==> src/rtl/cam_regs_pkg.sv <==
package cam_regs_pkg;

    localparam int DATA_W  = 32;
    localparam int IDX_W   = 8;
    localparam int ENTRY_W = 16;
    localparam int FMT_W   = 3;
    localparam int DEC_W   = 16;

    localparam logic [DEC_W-1:0] OFS_CFG = 16'h0000;
    localparam logic [DEC_W-1:0] OFS_RST = 16'h0004;
    localparam logic [DEC_W-1:0] OFS_FMT = 16'h0008;

    typedef enum logic [1:0] {
        SEL_CFG  = 2'd0,
        SEL_RST  = 2'd1,
        SEL_FMT  = 2'd2,
        SEL_NONE = 2'd3
    } reg_sel_e;

    typedef enum logic [FMT_W-1:0] {
        FMT_RGB444 = 3'b000,
        FMT_RGB555 = 3'b001,
        FMT_RGB565 = 3'b010
    } pix_fmt_e;

    typedef struct packed {
        logic [7:0] spare;
        logic [7:0] idx;
        logic [7:0] creg;
        logic [7:0] cval;
    } cfg_word_t;

    typedef struct packed {
        logic [IDX_W-1:0]   idx;
        logic [ENTRY_W-1:0] entry;
    } mem_wr_t;

    function automatic reg_sel_e decode_sel(input logic [DEC_W-1:0] a);
        reg_sel_e s;
        case (a)
            OFS_CFG: s = SEL_CFG;
            OFS_RST: s = SEL_RST;
            OFS_FMT: s = SEL_FMT;
            default: s = SEL_NONE;
        endcase
        return s;
    endfunction

    function automatic mem_wr_t to_mem(input cfg_word_t w);
        mem_wr_t m;
        m.idx   = w.idx;
        m.entry = {w.creg, w.cval};
        return m;
    endfunction

endpackage

==> src/rtl/cam_wr_chan.sv <==
module cam_wr_chan
    import cam_regs_pkg::*;
#(
    parameter int ADDR_W = 5
) (
    input  logic              clk,
    input  logic              rst_n,
    input  logic [ADDR_W-1:0] awaddr,
    input  logic              awvalid,
    output logic              awready,
    input  logic [DATA_W-1:0] wdata,
    input  logic              wvalid,
    output logic              wready,
    output logic              bvalid,
    input  logic              bready,
    output logic              commit,
    output reg_sel_e          commit_sel,
    output logic [DATA_W-1:0] commit_data
);

    logic              aw_held;
    logic              w_held;
    logic [ADDR_W-1:0] addr_q;
    logic [DATA_W-1:0] data_q;
    logic              bvalid_q;

    assign awready     = !aw_held && !bvalid_q;
    assign wready      = !w_held && !bvalid_q;
    assign commit      = aw_held && w_held;
    assign commit_sel  = decode_sel(DEC_W'(addr_q));
    assign commit_data = data_q;
    assign bvalid      = bvalid_q;

    always_ff @(posedge clk) begin
        if (!rst_n) begin
            aw_held  <= 1'b0;
            w_held   <= 1'b0;
            addr_q   <= '0;
            data_q   <= '0;
            bvalid_q <= 1'b0;
        end else begin
            if (awvalid && awready) begin
                aw_held <= 1'b1;
                addr_q  <= awaddr;
            end
            if (wvalid && wready) begin
                w_held <= 1'b1;
                data_q <= wdata;
            end
            if (commit) begin
                aw_held  <= 1'b0;
                w_held   <= 1'b0;
                bvalid_q <= 1'b1;
            end else if (bvalid_q && bready) begin
                bvalid_q <= 1'b0;
            end
        end
    end

endmodule

==> src/rtl/cam_rd_chan.sv <==
module cam_rd_chan
    import cam_regs_pkg::*;
#(
    parameter int ADDR_W = 5
) (
    input  logic              clk,
    input  logic              rst_n,
    input  logic [ADDR_W-1:0] araddr,
    input  logic              arvalid,
    output logic              arready,
    output logic [DATA_W-1:0] rdata,
    output logic              rvalid,
    input  logic              rready,
    output reg_sel_e          rd_sel,
    input  logic [DATA_W-1:0] rd_word
);

    logic              rvalid_q;
    logic [DATA_W-1:0] rdata_q;

    assign arready = !rvalid_q;
    assign rd_sel  = decode_sel(DEC_W'(araddr));
    assign rvalid  = rvalid_q;
    assign rdata   = rdata_q;

    always_ff @(posedge clk) begin
        if (!rst_n) begin
            rvalid_q <= 1'b0;
            rdata_q  <= '0;
        end else if (arvalid && arready) begin
            rvalid_q <= 1'b1;
            rdata_q  <= rd_word;
        end else if (rvalid_q && rready) begin
            rvalid_q <= 1'b0;
        end
    end

endmodule

==> src/rtl/cam_reg_bank.sv <==
module cam_reg_bank
    import cam_regs_pkg::*;
(
    input  logic               clk,
    input  logic               rst_n,
    input  logic               commit,
    input  reg_sel_e           commit_sel,
    input  logic [DATA_W-1:0]  commit_data,
    input  reg_sel_e           rd_sel,
    output logic [DATA_W-1:0]  rd_word,
    output logic               mem_we,
    output logic [IDX_W-1:0]   mem_idx,
    output logic [ENTRY_W-1:0] mem_wdata,
    output logic               seq_restart,
    output logic [FMT_W-1:0]   pix_fmt
);

    cfg_word_t cfg_q;
    logic      rst_q;
    pix_fmt_e  fmt_q;
    mem_wr_t   mw;

    assign mw          = to_mem(cfg_word_t'(commit_data));
    assign mem_we      = commit && (commit_sel == SEL_CFG);
    assign mem_idx     = mw.idx;
    assign mem_wdata   = mw.entry;
    assign seq_restart = rst_q;
    assign pix_fmt     = fmt_q;

    always_ff @(posedge clk) begin
        if (!rst_n) begin
            cfg_q <= '0;
            rst_q <= 1'b0;
            fmt_q <= FMT_RGB444;
        end else if (commit) begin
            case (commit_sel)
                SEL_CFG: cfg_q <= cfg_word_t'(commit_data);
                SEL_RST: rst_q <= commit_data[0];
                SEL_FMT: fmt_q <= pix_fmt_e'(commit_data[FMT_W-1:0]);
                default: ;
            endcase
        end
    end

    always_comb begin
        case (rd_sel)
            SEL_CFG: rd_word = cfg_q;
            SEL_RST: rd_word = {{(DATA_W-1){1'b0}}, rst_q};
            SEL_FMT: rd_word = {{(DATA_W-FMT_W){1'b0}}, fmt_q};
            default: rd_word = '0;
        endcase
    end

endmodule

==> src/rtl/cam_ctrl_regs.sv <==
module cam_ctrl_regs
    import cam_regs_pkg::*;
#(
    parameter int ADDR_W = 5
) (
    input  logic               clk,
    input  logic               rst_n,
    input  logic [ADDR_W-1:0]  s_awaddr,
    input  logic               s_awvalid,
    output logic               s_awready,
    input  logic [DATA_W-1:0]  s_wdata,
    input  logic               s_wvalid,
    output logic               s_wready,
    output logic [1:0]         s_bresp,
    output logic               s_bvalid,
    input  logic               s_bready,
    input  logic [ADDR_W-1:0]  s_araddr,
    input  logic               s_arvalid,
    output logic               s_arready,
    output logic [DATA_W-1:0]  s_rdata,
    output logic [1:0]         s_rresp,
    output logic               s_rvalid,
    input  logic               s_rready,
    output logic               mem_we,
    output logic [IDX_W-1:0]   mem_idx,
    output logic [ENTRY_W-1:0] mem_wdata,
    output logic               seq_restart,
    output logic [FMT_W-1:0]   pix_fmt
);

    logic              commit;
    reg_sel_e          commit_sel;
    logic [DATA_W-1:0] commit_data;
    reg_sel_e          rd_sel;
    logic [DATA_W-1:0] rd_word;

    assign s_bresp = 2'b00;
    assign s_rresp = 2'b00;

    cam_wr_chan #(.ADDR_W(ADDR_W)) u_wr (
        .clk         (clk),
        .rst_n       (rst_n),
        .awaddr      (s_awaddr),
        .awvalid     (s_awvalid),
        .awready     (s_awready),
        .wdata       (s_wdata),
        .wvalid      (s_wvalid),
        .wready      (s_wready),
        .bvalid      (s_bvalid),
        .bready      (s_bready),
        .commit      (commit),
        .commit_sel  (commit_sel),
        .commit_data (commit_data)
    );

    cam_rd_chan #(.ADDR_W(ADDR_W)) u_rd (
        .clk     (clk),
        .rst_n   (rst_n),
        .araddr  (s_araddr),
        .arvalid (s_arvalid),
        .arready (s_arready),
        .rdata   (s_rdata),
        .rvalid  (s_rvalid),
        .rready  (s_rready),
        .rd_sel  (rd_sel),
        .rd_word (rd_word)
    );

    cam_reg_bank u_bank (
        .clk         (clk),
        .rst_n       (rst_n),
        .commit      (commit),
        .commit_sel  (commit_sel),
        .commit_data (commit_data),
        .rd_sel      (rd_sel),
        .rd_word     (rd_word),
        .mem_we      (mem_we),
        .mem_idx     (mem_idx),
        .mem_wdata   (mem_wdata),
        .seq_restart (seq_restart),
        .pix_fmt     (pix_fmt)
    );

endmodule

==> config.mk <==
export PLATFORM = sky130hd
export DESIGN_NAME = cam_ctrl_regs
export DESIGN_NICKNAME = d
export VERILOG_FILES = /design/src/rtl/cam_regs_pkg.sv /design/src/rtl/cam_wr_chan.sv /design/src/rtl/cam_rd_chan.sv /design/src/rtl/cam_reg_bank.sv /design/src/rtl/cam_ctrl_regs.sv
export SDC_FILE = /design/constraint.sdc
export NUM_CORES = 1
export LEC_CHECK = 0
export ABC_AREA = 1
export BUFFER_PORTS_ARGS = -buffer_cell sky130_fd_sc_hd__buf_2
export CORE_MARGIN = 5
export CORE_UTILIZATION = 51
export DETAILED_ROUTE_END_ITERATION = 8
export GPL_TIMING_DRIVEN = 1
export PLACE_DENSITY = 0.91
export SETUP_SLACK_MARGIN = 0.15
export SYNTH_ARGS = -nofsm -noshare
export SYNTH_HDL_FRONTEND = slang
export SYNTH_SLANG_ARGS = --single-unit
==> constraint.sdc <==
create_clock -name clk -period 1.3 [get_ports clk]
set_input_delay 0.26 -clock clk [delete_from_list [all_inputs] [get_ports clk]]
set_output_delay 0.26 -clock clk [all_outputs]
set_load 0.03 [all_outputs]
=== Yosys cells after proc, flatten, opt, wreduce, memory -nomap -nowiden ===
Index checks and enable logic that the tools add are counted.

* Flip-flop bits (word level): 109
* Latch bits: 0
* Memory bits (writable): 0
* ROM bits: 0
* Word-level logic and storage cells: 52
* Memories kept: 0

* $add $sub $neg: 0
* $mul: 0
* Div/mod/pow operators: 0
* Magnitude comparators: 0
* Eq/ne operators: 8
* Shift operators: 0
* Muxes and demuxes: 7
* Bitwise operators: 1
* Reduce and logical (&&, ||, !) cells: 23

{| class="wikitable"
|+ Operators by type and width
! kind !! count
|-
| $pmux W32 S3 || 1
|-
| $pmux W2 S3 || 2
|-
| $eq A5 B3 Y1 const B || 2
|-
| $eq A5 B4 Y1 const B || 2
|-
| $logic_not A5 Y1 || 2
|-
| $logic_and A1 B1 Y1 || 9
|-
| $reduce_and A2 Y1 || 3
|-
| $eq A2 B1 Y1 const B || 2
|-
| $eq A2 B2 Y1 const B || 2
|-
| $logic_not A1 Y1 || 4
|-
| $logic_not A2 Y1 || 2
|-
| $mux W1 || 4
|-
| $reduce_bool A2 Y1 || 2
|-
| $reduce_or A2 Y1 || 1
|-
| $not A1 Y1 || 1
|}

=== Logic depth before layout (Yosys ltp) ===
* Depth in word-level cells: 4
* Depth in mapped cells: 7
* Mapped depth without buffers: 6

=== Hierarchy ===
A second synthesis with hierarchy kept.

* Cell total of the unflattened synthesis: 827
* Area total of the unflattened synthesis: 5350.1 µm²

{| class="wikitable"
|+ Modules (own cells, without submodules)
! module !! instances !! cells each !! area each (µm²) !! sequential area each (µm²)
|-
| cam_reg_bank || 1 || 337 || 2059.5 || 720.7
|-
| cam_wr_chan || 1 || 264 || 1799.2 || 800.8
|-
| cam_rd_chan || 1 || 221 || 1457.6 || 660.6
|-
| cam_ctrl_regs || 1 || 5 || 33.8 || 0.0
|}

=== Worst setup path before layout ===
No wires, ideal clock.

* Kind: register to register
* Start point: register u_wr.bvalid_q (netlist: u_wr.bvalid)
* End point: register u_wr.data_q[1] (netlist: u_wr.commit_data[1])
* Library setup time: 0.116 ns
* Data arrival time: 1.537 ns
* Setup slack: -0.352 ns
* Stages on the path, launching flop included: 6
* Path through: dfxtp_1 -> nor2_1 -> nand2_1 -> clkbuf_1 -> o21ai_0 -> nor2_1

* Word-level cells in the longest chain between the ends: 3

{| class="wikitable"
|+ RTL lines
! item !! RTL line !! source
|-
| from (decl) || cam_wr_chan.sv:25 || <nowiki>logic bvalid_q;</nowiki>
|-
| from (signal assigned) || cam_wr_chan.sv:40 || <nowiki>bvalid_q <= 1'b0;</nowiki>
|-
| from (signal assigned) || cam_wr_chan.sv:53 || <nowiki>bvalid_q <= 1'b1;</nowiki>
|-
| from (signal assigned) || cam_wr_chan.sv:55 || <nowiki>bvalid_q <= 1'b0;</nowiki>
|-
| $logic_not A1 Y1 || cam_wr_chan.sv:28 || <nowiki>assign wready = !w_held && !bvalid_q;</nowiki>
|-
| $logic_and A1 B1 Y1 || cam_wr_chan.sv:28 ||
|-
| named net s_wready || cam_ctrl_regs.sv:13 || <nowiki>output logic s_wready,</nowiki>
|-
| $logic_and A1 B1 Y1 || cam_wr_chan.sv:46 || <nowiki>if (wvalid && wready) begin</nowiki>
|-
| to (signal assigned) || cam_wr_chan.sv:48 || <nowiki>data_q <= wdata;</nowiki>
|-
| to (decl) || cam_wr_chan.sv:24 || <nowiki>logic [DATA_W-1:0] data_q;</nowiki>
|}

The timed path passes the listed nets, and every way through them passes these cells.
A chain may end at the register's enable or synchronous reset.

=== Worst setup path after layout ===
* Start point: register u_wr.addr_q[0]
* End point: output port mem_we

* Word-level cells in the longest chain between the ends: 4
* Elaborated cells on any way between the ends: 6
* Those cells by class: eq/ne (2); mux (1); reduce/logical (3)

{| class="wikitable"
|+ RTL lines
! item !! RTL line !! source
|-
| from (decl) || cam_wr_chan.sv:23 || <nowiki>logic [ADDR_W-1:0] addr_q;</nowiki>
|-
| from (signal assigned) || cam_wr_chan.sv:44 || <nowiki>addr_q <= awaddr;</nowiki>
|-
| $eq A5 B4 Y1, or another cell as far along || cam_regs_pkg.sv:40 || <nowiki>case (a)</nowiki>
|-
| $pmux W2 S3 * || cam_regs_pkg.sv:40 ||
|-
| $logic_not A2 Y1 * || cam_reg_bank.sv:24 || <nowiki>assign mem_we = commit && (commit_sel == SEL_CFG);</nowiki>
|-
| $logic_and A1 B1 Y1 * || cam_reg_bank.sv:24 ||
|-
| to (decl) || cam_ctrl_regs.sv:24 || <nowiki>output logic mem_we,</nowiki>
|}

Every way passes the cells marked *; elsewhere a longest branch is shown, timed or not.

==> out/metrics.json <==
{
  "run_status": {
    "outcome": "finished, violations left",
    "violations": "setup timing"
  },
  "synthesis": {
    "post_synthesis_area_per_instance_sq_um": 7.74,
    "post_synth_inst_count": 539,
    "synth_top_area_share_pct": 52.3,
    "synth_edf_count": 0,
    "netlist_top_cells_count": "nor2_1 (154), dfxtp_1 (109), o21ai_1 (53)",
    "synthMostInstantiatedCell": "nor2_1",
    "post_synthesis_cell_type_with_the_largest_combined_area": "dfxtp_1",
    "synth_top_flop_cell": "dfxtp_1",
    "synth_area_sq_um": 4170,
    "synth_area_leaders": "dfxtp_1 (52%), nor2_1 (14%), o21ai_1 (6.4%)",
    "asyncSetResetFlopFracSynth_pct": 0,
    "synth_seq_cells": 109,
    "yosys_warnings": 0,
    "ys_seq_area_share_pct": 52.3,
    "number_of_different_library_cells_in_the_post_synthesis_netlist": 23
  },
  "worst_setup_path": {
    "slowest_stage": "dfxtp_1",
    "critical_path.n_buffers_inverters": 1,
    "worst-setup-path-type": "reg -> out",
    "worst_setup_path_start_kind": "flip-flop",
    "cp-end-kind": "output port",
    "critical_path.max_stage_delay_ps": 390,
    "cp_data_arrival_time_ps": 1530,
    "required_ps": 1040,
    "critical_path.max_fanout": 3,
    "crit_chain": "nor2_2, nand3_2, nor3_4, buf_6",
    "critPathTopFamily": "simple AND/OR/NAND/NOR gates"
  },
  "die": {
    "rows": 33,
    "placeableCoreArea_sq_um": 8090,
    "design.portCount": 119,
    "design.die.area_sq_um": 10100,
    "initial_core_util_pct": 51.6,
    "die_h_um": 100,
    "chipWidth_um": 100
  },
  "timing": {
    "timing.clock.skew_ps": 17.9,
    "final_worst_path_setup_slack_ps": -493,
    "layout_worst_path_cycle_share_pct": 138,
    "final_period_minus_worst_setup_slack_ps": 1790,
    "grt_setup_unrepaired": "yes",
    "timing_hold_violations_final": 0,
    "final_max_slew_viol_count": 0,
    "achievable-frequency_ghz": 0.558,
    "setup-violations-final": 68,
    "fin_setup_tns_ps": -15260
  },
  "final_layout": {
    "finalNonFillerCells": 789,
    "synthToLayoutAreaGrowth_pct": 61.2,
    "antenna_cells_inserted": 0,
    "fillerInstances": 363,
    "finalNetCount": 728,
    "final_design_area_no_fill_sq_um": 6730,
    "fraction_of_final_layout_cells_with_drive_strength_greater_than_1_pct": 55.7
  },
  "power_and_ir_drop": {
    "power.total_uw": 8300,
    "vdd_ir_drop_max_mv": 0.894,
    "combinationalPowerShare_pct": 27.0,
    "total_switching_power_uw": 2710,
    "power.internal_uw": 5590,
    "swShare_pct": 32.7,
    "power.density_nw_per_um2": 1230,
    "total_leakage_power_uw": 0.00276,
    "clock_power_share_pct": 27.4,
    "power_frac_seq_pct": 45.6
  },
  "global_route": {
    "grt_start_max_net_pins": 49,
    "wire_length_of_the_first_global_routing_pass_um": 20500,
    "gr_overflow_total": 0,
    "groute.layer.met3.usage_pct": 6.16,
    "grt_util_met2_pct": 41.2,
    "via_count_of_the_first_global_routing_pass": 4117,
    "top_usage_layer": "met2",
    "global_route.usage.met1_pct": 32.0,
    "groute.usage.overall_pct": 25.7,
    "antenna_found_initial": 0
  },
  "clocking": {
    "clk_sinks": 109,
    "cts_root_buf": "clkbuf_8",
    "clock_insertion_delay_worst_skew_ps": 390,
    "cts.clk_slew.worst_paths_ps": 120,
    "cts-root-to-sink-buffers": 2,
    "htree_levels": 3,
    "cts_buffers": 9,
    "clock_tree_from_tritoncts": "built",
    "cts_hold_buf": 0
  },
  "route": {
    "route.detailed.drc": 0,
    "drt_pre_antenna_iters": 8,
    "route.final.wire_length_um": 17800,
    "ant_nets": 0,
    "detail_route.vias_per_cell": 6.04,
    "routed_vias": 4765,
    "wl_per_cell_um": 22.5,
    "drt-initial-drc-count": 565
  },
  "job": {
    "max-cap-violations": 0
  },
  "placement": {
    "postPlaceCellArea_sq_um": 4770,
    "post-dp-hpwl_um": 7480,
    "place_congestion": 0.820,
    "io_buffers": 114,
    "placedCellCount": 717,
    "pre_cts_ws_ps": 11.9
  },
  "hold_path": {
    "min_path_type": "in -> reg"
  }
}
==> path summary, 6_finish.rpt <==
kind / startpoint / end / slack [ps] / cells past startpoint
max reg2reg: u_wr.addr_q[0] / u_bank.cfg_q[5] / -430 / 8
min reg2reg: u_bank.cfg_q[28] / u_rd.rdata[28] / 480 / 2
max: u_wr.addr_q[0] / mem_we / -490 / 4
min: s_wdata[17] / u_wr.commit_data[17] / 110 / 3
==> metal layers <==
layer,vias up,part of all wire (%)
li1,2001,-
met1,2221,36
met2,411,46
met3,132,11
met5,-,0
met4,0,8.0
==> cell families after synthesis <==
| family | Yosys count | share of synthesized area (%) |
|---|---|---|
| AO/OA/AOI/OAI | 137 | 16.5 |
| flip-flops | 109 | 52.3 |
| buffers and inverters | 74 | 10.4 |
| other | 1 | 0.0898 |
| AND/OR/NAND/NOR | 218 | 20.7 |
==> power groups by stage <==
| stage | clock [uW] | combinational, uW | sequential [uW] |
|---|---|---|---|
| finish | 2270 | 2240 | 3780 |
| global route | 2360 | 2340 | 3790 |
| CTS | 2170 | 1660 | 3740 |
| detailed placement | 0 | 1200 | 3790 |
| global placement | 0 | 1170 | 3780 |
| floorplan | 0 | 819 | 3870 |
==> registers in the layout (all words and copies together), names as in the netlist <==
register / cells
u_wr.bvalid: 1
u_wr.aw_held: 1
u_wr.commit_data: 32
u_bank.cfg_q: 32
u_wr.addr_q: 5
u_rd.rdata: 32
u_bank.seq_restart: 1
u_wr.w_held: 1
u_bank.pix_fmt: 3
u_rd.rvalid: 1
==> area by class of cell <==
class | count | area (sq um) | area share (%)
Clock inverter | 6 | 67.6 | 1.00
Timing Repair Buffer | 186 | 1910 | 28.4
Tap cell | 105 | 131 | 1.95
Sequential cell | 109 | 2320 | 34.4
Clock buffer | 10 | 149 | 2.21
Multi-Input combinational cell | 359 | 2080 | 30.9
Inverter | 14 | 70.1 | 1.04
==> tightest hold or removal path, cell delays in order <==
cell	delay [ps]
buf_2	70
o21ai_1	60
nor2_1	80
==> per-stage QoR <==
step | util, % | hold slack (ps)
6_report | 83.1 | 113
2_1_floorplan | - | 406
5_1_grt | 83.1 | 127
4_1_cts | 71.9 | 105
3_5_place_dp | 58.9 | 454
3_3_place_gp | 58.9 | 447
==> cells in the final DEF (no fill, tap or decap), types with 2 or more instances in the layout <==
| cell | count |
|---|---|
| buf_12 | 12 |
| buf_6 | 72 |
| nor3_4 | 2 |
| clkbuf_8 | 9 |
| nor2_2 | 32 |
| clkinvlp_4 | 2 |
| o21ai_2 | 20 |
| conb_1 | 4 |
| nand3_1 | 4 |
| a21oi_2 | 16 |
| inv_4 | 2 |
| nand2_4 | 2 |
| dfxtp_2 | 47 |
| dfxtp_4 | 20 |
| clkbuf_16 | 6 |
| nand2_1 | 44 |
| buf_16 | 5 |
| buf_8 | 4 |
| o21ai_0 | 8 |
| inv_1 | 8 |
| nor2_1 | 104 |
| buf_4 | 40 |
| o21ai_4 | 8 |
| a21oi_1 | 20 |
| o21ai_1 | 64 |
| buf_2 | 48 |
| nand4_1 | 4 |
| inv_2 | 3 |
| nor2_4 | 19 |
| nand3_2 | 2 |
| dfxtp_1 | 42 |
==> what timing repair did <==
action | in CTS | in global routing
pin swaps | 13 | 34
setup endpoints to repair | 129 | 154
setup buffers | 15 | 29
gates resized for setup | 210 | 169
cloned | 6 | 6
Note: power is estimated with default switching activity, not from simulation.
